==> config.mk <==
export PLATFORM = sky130hd
export DESIGN_NAME = rx_addr_filter
export DESIGN_NICKNAME = d
export VERILOG_FILES = /design/src/rtl/rxf_pkg.sv /design/src/rtl/rxf_regs.sv /design/src/rtl/rxf_da_match.sv /design/src/rtl/rxf_decide.sv /design/src/rtl/rx_addr_filter.sv
export SDC_FILE = /design/constraint.sdc
export NUM_CORES = 1
export LEC_CHECK = 0
export CORE_UTILIZATION = 50
export DETAILED_ROUTE_END_ITERATION = 8
export GPL_ROUTABILITY_DRIVEN = 0
export PLACE_DENSITY = 0.76
export SLEW_MARGIN = 0
export SYNTH_ARGS = -nofsm -noshare
export SYNTH_HDL_FRONTEND = slang
export SYNTH_SLANG_ARGS = --single-unit
==> constraint.sdc <==
create_clock -name clk -period 1.7 [get_ports clk]
set_input_delay 0.425 -clock clk [delete_from_list [all_inputs] [get_ports clk]]
set_output_delay 0.425 -clock clk [all_outputs]
set_load 0.01 [all_outputs]
==> src/rtl/rxf_pkg.sv <==
package rxf_pkg;

  localparam int OFS_MODE = 5;
  localparam int OFS_STA  = 8;

  typedef enum logic [1:0] {
    ACC_NONE   = 2'b00,
    ACC_UNI_BC = 2'b01,
    ACC_MCAST  = 2'b10,
    ACC_ALL    = 2'b11
  } acc_e;

  typedef struct packed {
    logic test;
    logic five_byte;
    logic en_runt;
    logic en_rst;
    acc_e acc;
  } mode_t;

  function automatic mode_t unpack_mode(input logic [7:0] b);
    mode_t m;
    m.test      = b[7];
    m.five_byte = b[4];
    m.en_runt   = b[3];
    m.en_rst    = b[2];
    m.acc       = acc_e'(b[1:0]);
    return m;
  endfunction

  function automatic logic [7:0] pack_mode(input mode_t m);
    return {m.test, 2'b00, m.five_byte, m.en_runt, m.en_rst, m.acc};
  endfunction

endpackage

==> src/rtl/rxf_regs.sv <==
module rxf_regs
  import rxf_pkg::*;
#(
  parameter int ADDR_BYTES = 6,
  parameter int REG_AW     = 4
) (
  input  logic                    clk,
  input  logic                    rst_n,
  input  logic                    reg_wr,
  input  logic [REG_AW-1:0]       reg_addr,
  input  logic [7:0]              reg_wdata,
  output logic [7:0]              reg_rdata,
  output acc_e                    acc_mode,
  output logic                    five_byte,
  output logic                    en_runt,
  output logic                    en_rst,
  output logic [8*ADDR_BYTES-1:0] sta_addr
);

  localparam logic [REG_AW-1:0] MODE_OFS = REG_AW'(OFS_MODE);

  mode_t                   mode_q, mode_d;
  logic [8*ADDR_BYTES-1:0] sta_q, sta_d;

  always_comb begin
    mode_d = mode_q;
    sta_d  = sta_q;
    if (reg_wr) begin
      if (reg_addr == MODE_OFS) mode_d = unpack_mode(reg_wdata);
      for (int i = 0; i < ADDR_BYTES; i++) begin
        if (reg_addr == REG_AW'(OFS_STA + i)) sta_d[i*8 +: 8] = reg_wdata;
      end
    end
  end

  always_ff @(posedge clk or negedge rst_n) begin
    if (!rst_n) begin
      mode_q <= '0;
      sta_q  <= '0;
    end else if (reg_wr) begin
      mode_q <= mode_d;
      sta_q  <= sta_d;
    end
  end

  always_comb begin
    reg_rdata = 8'h00;
    if (reg_addr == MODE_OFS) reg_rdata = pack_mode(mode_q);
    for (int i = 0; i < ADDR_BYTES; i++) begin
      if (reg_addr == REG_AW'(OFS_STA + i)) reg_rdata = sta_q[i*8 +: 8];
    end
  end

  assign acc_mode  = mode_q.acc;
  assign five_byte = mode_q.five_byte;
  assign en_runt   = mode_q.en_runt;
  assign en_rst    = mode_q.en_rst;
  assign sta_addr  = sta_q;

  // the two unimplemented mode bits never read as one
  p_mode_unused_r1: assert property (@(posedge clk) disable iff (!rst_n)
    (reg_addr == MODE_OFS) |-> (reg_rdata[6:5] == 2'b00));

  // a mode write is visible on the read port in the next cycle
  p_mode_wr_r1: assert property (@(posedge clk) disable iff (!rst_n)
    (reg_wr && reg_addr == MODE_OFS) |=>
      (pack_mode(mode_q) == ($past(reg_wdata) & 8'h9F)));

endmodule

==> src/rtl/rxf_da_match.sv <==
module rxf_da_match #(
  parameter int ADDR_BYTES = 6
) (
  input  logic                    clk,
  input  logic                    rst_n,
  input  logic                    frame_start,
  input  logic                    da_valid,
  input  logic [7:0]              da_byte,
  input  logic [8*ADDR_BYTES-1:0] sta_addr,
  output logic [ADDR_BYTES-1:0]   hit_vec,
  output logic                    all_seen,
  output logic                    bcast,
  output logic                    mcast
);

  localparam int CNT_W = $clog2(ADDR_BYTES + 1);
  localparam int IDX_W = (ADDR_BYTES > 1) ? $clog2(ADDR_BYTES) : 1;

  logic [ADDR_BYTES-1:0] eq;
  logic                  is_ff;
  logic [CNT_W-1:0]      cnt_q, cnt_d;
  logic [ADDR_BYTES-1:0] hit_q, hit_d;
  logic                  bc_q, bc_d, mc_q, mc_d;
  logic                  take;

  genvar g;
  generate
    for (g = 0; g < ADDR_BYTES; g++) begin : g_cmp
      assign eq[g] = (da_byte == sta_addr[g*8 +: 8]);
    end
  endgenerate

  assign is_ff = &da_byte;
  assign take  = da_valid && (cnt_q < CNT_W'(ADDR_BYTES));

  always_comb begin
    cnt_d = cnt_q;
    hit_d = hit_q;
    bc_d  = bc_q;
    mc_d  = mc_q;
    if (frame_start) begin
      cnt_d = '0;
      hit_d = '0;
      bc_d  = 1'b1;
      mc_d  = 1'b0;
    end else if (take) begin
      hit_d[cnt_q[IDX_W-1:0]] = eq[cnt_q[IDX_W-1:0]];
      bc_d  = bc_q & is_ff;
      if (cnt_q == '0) mc_d = da_byte[0];
      cnt_d = cnt_q + 1'b1;
    end
  end

  always_ff @(posedge clk or negedge rst_n) begin
    if (!rst_n) begin
      cnt_q <= '0;
      hit_q <= '0;
      bc_q  <= 1'b0;
      mc_q  <= 1'b0;
    end else if (frame_start || take) begin
      cnt_q <= cnt_d;
      hit_q <= hit_d;
      bc_q  <= bc_d;
      mc_q  <= mc_d;
    end
  end

  assign hit_vec  = hit_q;
  assign all_seen = (cnt_q == CNT_W'(ADDR_BYTES));
  assign bcast    = bc_q;
  assign mcast    = mc_q;

  // bytes past the address length are never counted
  p_cnt_bound_r2: assert property (@(posedge clk) disable iff (!rst_n)
    cnt_q <= CNT_W'(ADDR_BYTES));

  // the group bit is taken from the first byte of the frame
  p_mcast_first_r5: assert property (@(posedge clk) disable iff (!rst_n)
    (da_valid && !frame_start && cnt_q == '0) |=> (mcast == $past(da_byte[0])));

endmodule

==> src/rtl/rxf_decide.sv <==
module rxf_decide
  import rxf_pkg::*;
#(
  parameter int ADDR_BYTES = 6,
  parameter int LEN_W      = 11,
  parameter int MIN_LEN    = 64
) (
  input  logic                  clk,
  input  logic                  rst_n,
  input  acc_e                  acc_mode,
  input  logic                  five_byte,
  input  logic                  en_runt,
  input  logic                  en_rst,
  input  logic [ADDR_BYTES-1:0] hit_vec,
  input  logic                  all_seen,
  input  logic                  bcast,
  input  logic                  mcast,
  input  logic                  frame_start,
  input  logic                  frame_end,
  input  logic [LEN_W-1:0]      frame_len,
  input  logic                  frame_err,
  input  logic                  rst_frame,
  output logic                  decision_valid,
  output logic                  accept,
  output logic                  runt_flag,
  output logic                  rst_pkt_flag
);

  logic [ADDR_BYTES-1:0] skip_mask;
  logic own, addr_pass, is_runt, acc_now;
  logic vld_q, vld_d, acc_q, acc_d, runt_q, runt_d, rp_q, rp_d;

  always_comb begin
    skip_mask = '0;
    skip_mask[ADDR_BYTES-1] = five_byte;
  end

  assign own     = all_seen && (&(hit_vec | skip_mask));
  assign is_runt = (frame_len < LEN_W'(MIN_LEN));

  always_comb begin
    case (acc_mode)
      ACC_UNI_BC: addr_pass = own || (all_seen && bcast);
      ACC_MCAST:  addr_pass = own || (all_seen && (bcast || mcast));
      ACC_ALL:    addr_pass = 1'b1;
      default:    addr_pass = 1'b0;
    endcase
  end

  assign acc_now = addr_pass && !frame_err &&
                   (!is_runt || en_runt) && (!rst_frame || en_rst);

  always_comb begin
    vld_d  = vld_q;
    acc_d  = acc_q;
    runt_d = runt_q;
    rp_d   = rp_q;
    if (frame_end) begin
      vld_d  = 1'b1;
      acc_d  = acc_now;
      runt_d = is_runt;
      rp_d   = rst_frame;
    end else if (frame_start) begin
      vld_d  = 1'b0;
      acc_d  = 1'b0;
      runt_d = 1'b0;
      rp_d   = 1'b0;
    end
  end

  always_ff @(posedge clk or negedge rst_n) begin
    if (!rst_n) begin
      vld_q  <= 1'b0;
      acc_q  <= 1'b0;
      runt_q <= 1'b0;
      rp_q   <= 1'b0;
    end else if (frame_end || frame_start) begin
      vld_q  <= vld_d;
      acc_q  <= acc_d;
      runt_q <= runt_d;
      rp_q   <= rp_d;
    end
  end

  assign decision_valid = vld_q;
  assign accept         = acc_q;
  assign runt_flag      = runt_q;
  assign rst_pkt_flag   = rp_q;

  p_off_rejects_r3: assert property (@(posedge clk) disable iff (!rst_n)
    (frame_end && acc_mode == ACC_NONE) |=> !accept);

  p_all_accepts_r6: assert property (@(posedge clk) disable iff (!rst_n)
    (frame_end && acc_mode == ACC_ALL && !frame_err && !rst_frame &&
     frame_len >= LEN_W'(MIN_LEN)) |=> accept);

  p_runt_drop_r8: assert property (@(posedge clk) disable iff (!rst_n)
    (frame_end && frame_len < LEN_W'(MIN_LEN) && !en_runt) |=> (!accept && runt_flag));

  p_rst_drop_r9: assert property (@(posedge clk) disable iff (!rst_n)
    (frame_end && rst_frame && !en_rst) |=> (!accept && rst_pkt_flag));

  p_err_drop_r10: assert property (@(posedge clk) disable iff (!rst_n)
    frame_end && frame_err |=> !accept);

  p_valid_r11: assert property (@(posedge clk) disable iff (!rst_n)
    frame_end |=> decision_valid);

  p_clear_r11: assert property (@(posedge clk) disable iff (!rst_n)
    (frame_start && !frame_end) |=> (!decision_valid && !accept && !runt_flag && !rst_pkt_flag));

  p_hold_r11: assert property (@(posedge clk) disable iff (!rst_n)
    (!frame_start && !frame_end) |=>
      ($stable(decision_valid) && $stable(accept) && $stable(runt_flag) && $stable(rst_pkt_flag)));

endmodule

==> src/rtl/rx_addr_filter.sv <==
module rx_addr_filter
  import rxf_pkg::*;
#(
  parameter int ADDR_BYTES = 6,
  parameter int REG_AW     = 4,
  parameter int LEN_W      = 11,
  parameter int MIN_LEN    = 64
) (
  input  logic              clk,
  input  logic              rst_n,
  input  logic              reg_wr,
  input  logic [REG_AW-1:0] reg_addr,
  input  logic [7:0]        reg_wdata,
  output logic [7:0]        reg_rdata,
  input  logic              frame_start,
  input  logic              da_valid,
  input  logic [7:0]        da_byte,
  input  logic              frame_end,
  input  logic [LEN_W-1:0]  frame_len,
  input  logic              frame_err,
  input  logic              rst_frame,
  output logic              decision_valid,
  output logic              accept,
  output logic              runt_flag,
  output logic              rst_pkt_flag
);

  acc_e                    acc_mode;
  logic                    five_byte, en_runt, en_rst;
  logic [8*ADDR_BYTES-1:0] sta_addr;
  logic [ADDR_BYTES-1:0]   hit_vec;
  logic                    all_seen, bcast, mcast;

  rxf_regs #(.ADDR_BYTES(ADDR_BYTES), .REG_AW(REG_AW)) u_regs (
    .clk       (clk),
    .rst_n     (rst_n),
    .reg_wr    (reg_wr),
    .reg_addr  (reg_addr),
    .reg_wdata (reg_wdata),
    .reg_rdata (reg_rdata),
    .acc_mode  (acc_mode),
    .five_byte (five_byte),
    .en_runt   (en_runt),
    .en_rst    (en_rst),
    .sta_addr  (sta_addr)
  );

  rxf_da_match #(.ADDR_BYTES(ADDR_BYTES)) u_match (
    .clk         (clk),
    .rst_n       (rst_n),
    .frame_start (frame_start),
    .da_valid    (da_valid),
    .da_byte     (da_byte),
    .sta_addr    (sta_addr),
    .hit_vec     (hit_vec),
    .all_seen    (all_seen),
    .bcast       (bcast),
    .mcast       (mcast)
  );

  rxf_decide #(.ADDR_BYTES(ADDR_BYTES), .LEN_W(LEN_W), .MIN_LEN(MIN_LEN)) u_decide (
    .clk            (clk),
    .rst_n          (rst_n),
    .acc_mode       (acc_mode),
    .five_byte      (five_byte),
    .en_runt        (en_runt),
    .en_rst         (en_rst),
    .hit_vec        (hit_vec),
    .all_seen       (all_seen),
    .bcast          (bcast),
    .mcast          (mcast),
    .frame_start    (frame_start),
    .frame_end      (frame_end),
    .frame_len      (frame_len),
    .frame_err      (frame_err),
    .rst_frame      (rst_frame),
    .decision_valid (decision_valid),
    .accept         (accept),
    .runt_flag      (runt_flag),
    .rst_pkt_flag   (rst_pkt_flag)
  );

endmodule

Yosys cells after proc, flatten, opt, wreduce, memory -nomap -nowiden
Index checks and enable logic that the tools add are counted.
Widths: inputs -> output; s select.

storage, ports and cells
  register bits after elaboration = 69
  bits of input ports = 39
  output and inout port bits = 12
  word-level logic and storage cells = 104

operators by class
  add/subtract/negate cells = 1
  $lt $le $gt $ge = 4
  equality and inequality tests = 17
  multiplexer cells = 27
  bitwise gates (word level) = 2
  reduce and logical (&&, ||, !) cells = 34

operator list
  cell                 number
  $mux 8               7
  $eq 8x8->1           6
  $eq 4x4->1 const B   6
  $reduce_and 2->1     9
  $mux 1               12
  $mux 6               2
  $lt 11x7->1 const B  1
  $logic_and 1x1->1    8
  $reduce_and 8->1     1
  $logic_or 1x1->1     7
  $bwmux 6             1
  $mux 3               2
  $or 6x6->6           1
  $reduce_and 6->1     1
  $reduce_bool 2->1    3
  $eq 2x2->1 const B   2
  $eq 4x3->1 const B   1
  $lt 3x4->1 const B   1
  $add 3x1->3 const B  1
  $bmux 1 s3           1
  $demux 1 s3          1
  $eq 3x3->1 const B   1
  $ge 3x1->1 const B   1
  $logic_not 1->1      3
  6 further kinds      6

Longest topological paths before layout
  depth in word-level cells = 9
  gate-level depth with buffers = 6
  mapped depth without buffers = 6

Cells and area by module
From an unflattened synthesis, not the netlist that was laid out.

second synthesis, totals
  cells, all modules = 380
  area, all modules = 4252.8 um^2

by module, submodules not included
  module        times used  cells each  area an instance (um^2)  seq. area each (um^2)
  rxf_regs      1           213         2701.3                   1351.3
  rxf_da_match  1           137         1280.0                   275.3
  rxf_decide    1           30          271.5                    100.1

Worst setup path after synthesis
OpenSTA, ideal clock, no wires.

  path type = input to output
  start point = in reg_addr[2]
  end point = out reg_rdata[0]
  data arrival time = 1.420 ns
  required time = 1.275 ns
  path slack = -0.145 ns
  cell stages on the path = 5
  path buffers = 1
  cells stage by stage = buf_2 or3b_2 o21ai_0 a21oi_1 o21ai_1

on the way
  longest elaborated chain between the ends = 8
  elaborated cells on any way between the ends = 14
  those cells by class = eq/ne: 7; mux: 7

RTL lines
  item                 RTL line              RTL
  start, declared      rx_addr_filter.sv:12  input logic [REG_AW-1:0] reg_addr,
  $eq 4x3->1           rxf_regs.sv:48        if (reg_addr == MODE_OFS) reg_rdata = pack_mode(mode_q);
  $mux 8               rxf_regs.sv:48
  $mux 8 (5 in a row)  rxf_regs.sv:50        if (reg_addr == REG_AW'(OFS_STA + i)) reg_rdata = sta_q[i*8 +: 8];
  $mux 8 (*)           rxf_regs.sv:50
  end, declared        rx_addr_filter.sv:14  output logic [7:0] reg_rdata,

Mark *: on every way between the ends. The rest lies on a longest branch, timed or not.

Worst setup path after layout
  start point = reg u_regs.sta_q[11], in the netlist u_regs.sta_addr[11]
  end point = out reg_rdata[3]

on the way
  longest elaborated chain between the ends = 5

RTL lines
  item                    RTL line        RTL
  start, declared         rxf_regs.sv:23  logic [8*ADDR_BYTES-1:0] sta_q, sta_d;
  start signal, assigned  rxf_regs.sv:42  sta_q <= sta_d;
  $mux 8 (5 in a row)     rxf_regs.sv:50

No other way between the ends.

==> results.sh <==
export IMPL_powerDensity_nw_per_um2=960.2
export IMPL_hold_slack_ns=0.07753
export IMPL_violations="negative setup slack"
export IMPL_syn_area_um2=4035
export IMPL_die_h_um=91.84
export IMPL_synth_top_area_cell="dfrtp_1"
export IMPL_end_kind="output port"
export IMPL_worst_setup_path_type="reg -> out"
export IMPL_critPathTopFamily="compound AO/OA/AOI/OAI gates"
export IMPL_n_fill_cell=507
export IMPL_drive_gt1_frac=0.4744
export IMPL_vdd_drop_max_uv=762.6
export IMPL_arrival_ns=1.55
export IMPL_grt_pass1_vias=3659
export IMPL_max_slew_margin=0.7200
export IMPL_ff2ff_path_depth=6
export IMPL_setup_ws_ns=-0.2709
export IMPL_drc=0
export IMPL_stdcell_count=610
export IMPL_crit_cells=4
export IMPL_netlist_instances=360
export IMPL_grt_pass1_wl_um=19710
export IMPL_clock_latency_ns=0.36
export IMPL_viasPerCell=5.859
export IMPL_start_util=0.5195
export IMPL_max_slew_worst_pin_slew_ns=0.4190
export IMPL_synth_edf_count=0
export IMPL_ys_seq_area_frac=0.4279
export IMPL_cts_tree="built"
export IMPL_rsz0062_at_grt="true"
export IMPL_synth_area_leaders="dfrtp_1 43%, mux2_2 14%, xnor2_1 6.1%"
export IMPL_syn_nets=404
export IMPL_clk_pin_slew_ns=0.07
export IMPL_r2r_end="u_match.hit_vec[1]$_DFFE_PN0P_"
export IMPL_final_cell_area_um2=5886
export IMPL_ys_seq_elements=69
export IMPL_wl_per_cell_um=20.56
export IMPL_cts_buffers=9
export IMPL_hold_class="in -> async"
export IMPL_skew_ns=0.01178
export IMPL_grt_max_degree=70
export IMPL_drt_pass1_iter_count=5
export IMPL_grt_use_total=0.3144
export IMPL_port_buffers=44
export IMPL_cp_slowest_stage_delay_ns=0.41
export IMPL_cts_hold_buf=0
export IMPL_drtAntennaViolNets=0
export IMPL_syn2layout_area_growth_pct=45.86
export IMPL_grt_overflow_total=0
export IMPL_ios=51
export IMPL_max_freq_ghz=0.5074
export IMPL_cp_required_ns=1.27
export IMPL_n_antenna_cell=0
export IMPL_synth_ff_type="dfrtp_1"
export IMPL_cts_root_buf="clkbuf_8"
export IMPL_slew_viol_final=0
export IMPL_path_cells="a22o_1, a221oi_4, a211oi_2, buf_2"
export IMPL_syn_area_per_cell_um2=11.21
export IMPL_cpMaxStageDelayCell="dfrtp_1"
export IMPL_power_static_leakage_nw=2.702
export IMPL_ys_top_cells_by_count="69 x dfrtp_1, 50 x mux2_2, 28 x xnor2_1, 21 x xor2_1, 20 x nand2_1"
export IMPL_yosysMostFrequentCell="dfrtp_1"
export IMPL_finalCritPeriodShare=1.159
export IMPL_hold_viol_final=0
export IMPL_crit_buf_inv=1
export IMPL_reg2reg_slack_ns=0.04
export IMPL_yosys_warnings=0
export IMPL_die_area_um2=8434
export IMPL_r2r_start="u_regs.sta_addr[9]$_DFFE_PN0P_"
export IMPL_std_cell_rows=32
export IMPL_die_w_um=91.84
export IMPL_synth_top_area_frac=0.4279
export IMPL_ys_types=56
export IMPL_dp_cells=584
export IMPL_htree_levels=3
export IMPL_ys_async_sr_fraction=1.000
export IMPL_coreArea_um2=7767
export IMPL_num_vias=3574
export IMPL_antenna_found_initial=0
export IMPL_dpl_hpwl_um=8715
export IMPL_setup_viol=8
export IMPL_status="finished, violations left"
export IMPL_fin_crit_ns=1.971
export IMPL_wirelength_um=12540
export IMPL_p_total_mw=5.652
export IMPL_cp_start_kind="flop"
export IMPL_placed_area_um2=5326
export IMPL_nNetsFinal=547
export IMPL_preCtsSetupSlack_ns=-1.077
export IMPL_first_iter_violations=211
export IMPL_crit_path_max_fanout=2
export IMPL_cts_sinks=69
export IMPL_maxCapViolCount=0
export IMPL_cts_buffer_depth=2
flip-flops by register name, indices dropped and copies added (netlist names):
register and flops:
u_regs.sta_addr 48, u_match.hit_vec 6, u_match.cnt_q 3, u_regs.acc_mode 2, u_decide.accept 1, u_decide.decision_valid 1, u_decide.rst_pkt_flag 1, u_decide.runt_flag 1
u_match.bcast 1, u_match.mcast 1, u_regs.en_rst 1, u_regs.en_runt 1, u_regs.five_byte 1, u_regs.mode_q 1
final cells by class:
cell class / count / area, um2 / share of cell area
Sequential cell: 69 / 1727 / 0.2934
Timing Repair Buffer: 155 / 1385 / 0.2353
Clock inverter: 6 / 86.33 / 0.01467
Clock buffer: 10 / 137.6 / 0.02338
Multi-Input combinational cell: 261 / 2389 / 0.4058
Inverter: 7 / 33.78 / 0.005740
Tap cell: 102 / 127.6 / 0.02168
how the worst max path moves through the flow:
| stage | from | to | slack (ns) |
|---|---|---|---|
| 6_report | u_regs.sta_addr[11]$_DFFE_PN0P_ | reg_rdata[3] | -0.27 |
| 5_1_grt | u_regs.sta_addr[11]$_DFFE_PN0P_ | reg_rdata[3] | -0.31 |
| 4_1_cts | u_regs.sta_addr[11]$_DFFE_PN0P_ | reg_rdata[3] | -0.25 |
| 3_5_place_dp | reg_addr[0] | reg_rdata[7] | -1.08 |
| 3_3_place_gp | reg_addr[0] | reg_rdata[7] | -1.00 |
| 2_1_floorplan | reg_addr[0] | reg_rdata[4] | -0.008 |
per-stage QoR:
| stage | TNS, ns | util |
|---|---|---|
| finish | -1.568 | 0.7577 |
| global route | -1.917 | 0.7577 |
| CTS | -1.441 | 0.7424 |
| detailed placement | -44.20 | 0.6857 |
| global placement | -41.73 | 0.6857 |
| floorplan | -0.01174 | - |
cell families (layout without fill, tap and decap cells):
logic type,after synthesis,count (layout),synth area share
muxes,62,62,0.1792
and+or+nand+nor,87,87,0.1364
xor gates and xnor gates,49,49,0.1064
adders and majority gates,5,5,0.01550
DFF,69,69,0.4279
buffers and inverters,30,178,0.03690
AOI/OAI and AO/OA,58,58,0.09768
layout by cell type (no fill, tap or decap), types with 3 or more instances in the layout:
cell type / instances
mux2i_1: 4
nand2_1: 20
a21oi_2: 4
nor4_1: 4
xnor2_1: 27
a211oi_2: 4
a21o_1: 5
mux2_2: 50
nand3_1: 6
buf_6: 12
dlymetal6s2s_1: 6
buf_8: 3
ha_1: 5
nand4b_1: 5
nor2_1: 8
dfrtp_1: 69
clkdlybuf4s50_1: 19
o22ai_2: 4
a22o_1: 5
a21oi_1: 6
buf_2: 9
a221oi_4: 3
o21ai_0: 6
nand3b_1: 3
dlygate4sd2_1: 5
inv_1: 6
buf_12: 6
a31oi_1: 3
buf_4: 93
nor3_1: 3
xor2_1: 20
nand4_1: 10
mux2_4: 8
clkbuf_8: 10
what timing repair did:
item / CTS / global route
pin swaps: 24 / 10
endpoints found under the setup margin: 61 / 24
cloned: 2 / 0
buffers inserted: 5 / 3
gates resized for setup: 101 / 27
routing by layer:
metal  share of wire  global-route usage  up-vias
li1                -                   -     1594
met1            0.42              0.4060     1788
met2            0.48              0.5075      156
met3           0.059             0.06965       36
met4           0.033              0.1393        0
met5               0                   0        -
power breakdown:
| part | leakage [nW] | switching (mW) | internal [mW] | total [mW] |
|---|---|---|---|---|
| logic | 1.73 | 0.813 | 1.10 | 1.91 |
| registers | 0.862 | 0.270 | 1.95 | 2.22 |
| clock network | 0.112 | 0.654 | 0.863 | 1.52 |
| total | 2.70 | 1.74 | 3.91 | 5.65 |
No activity file was read; power rests on OpenSTA's default activity.
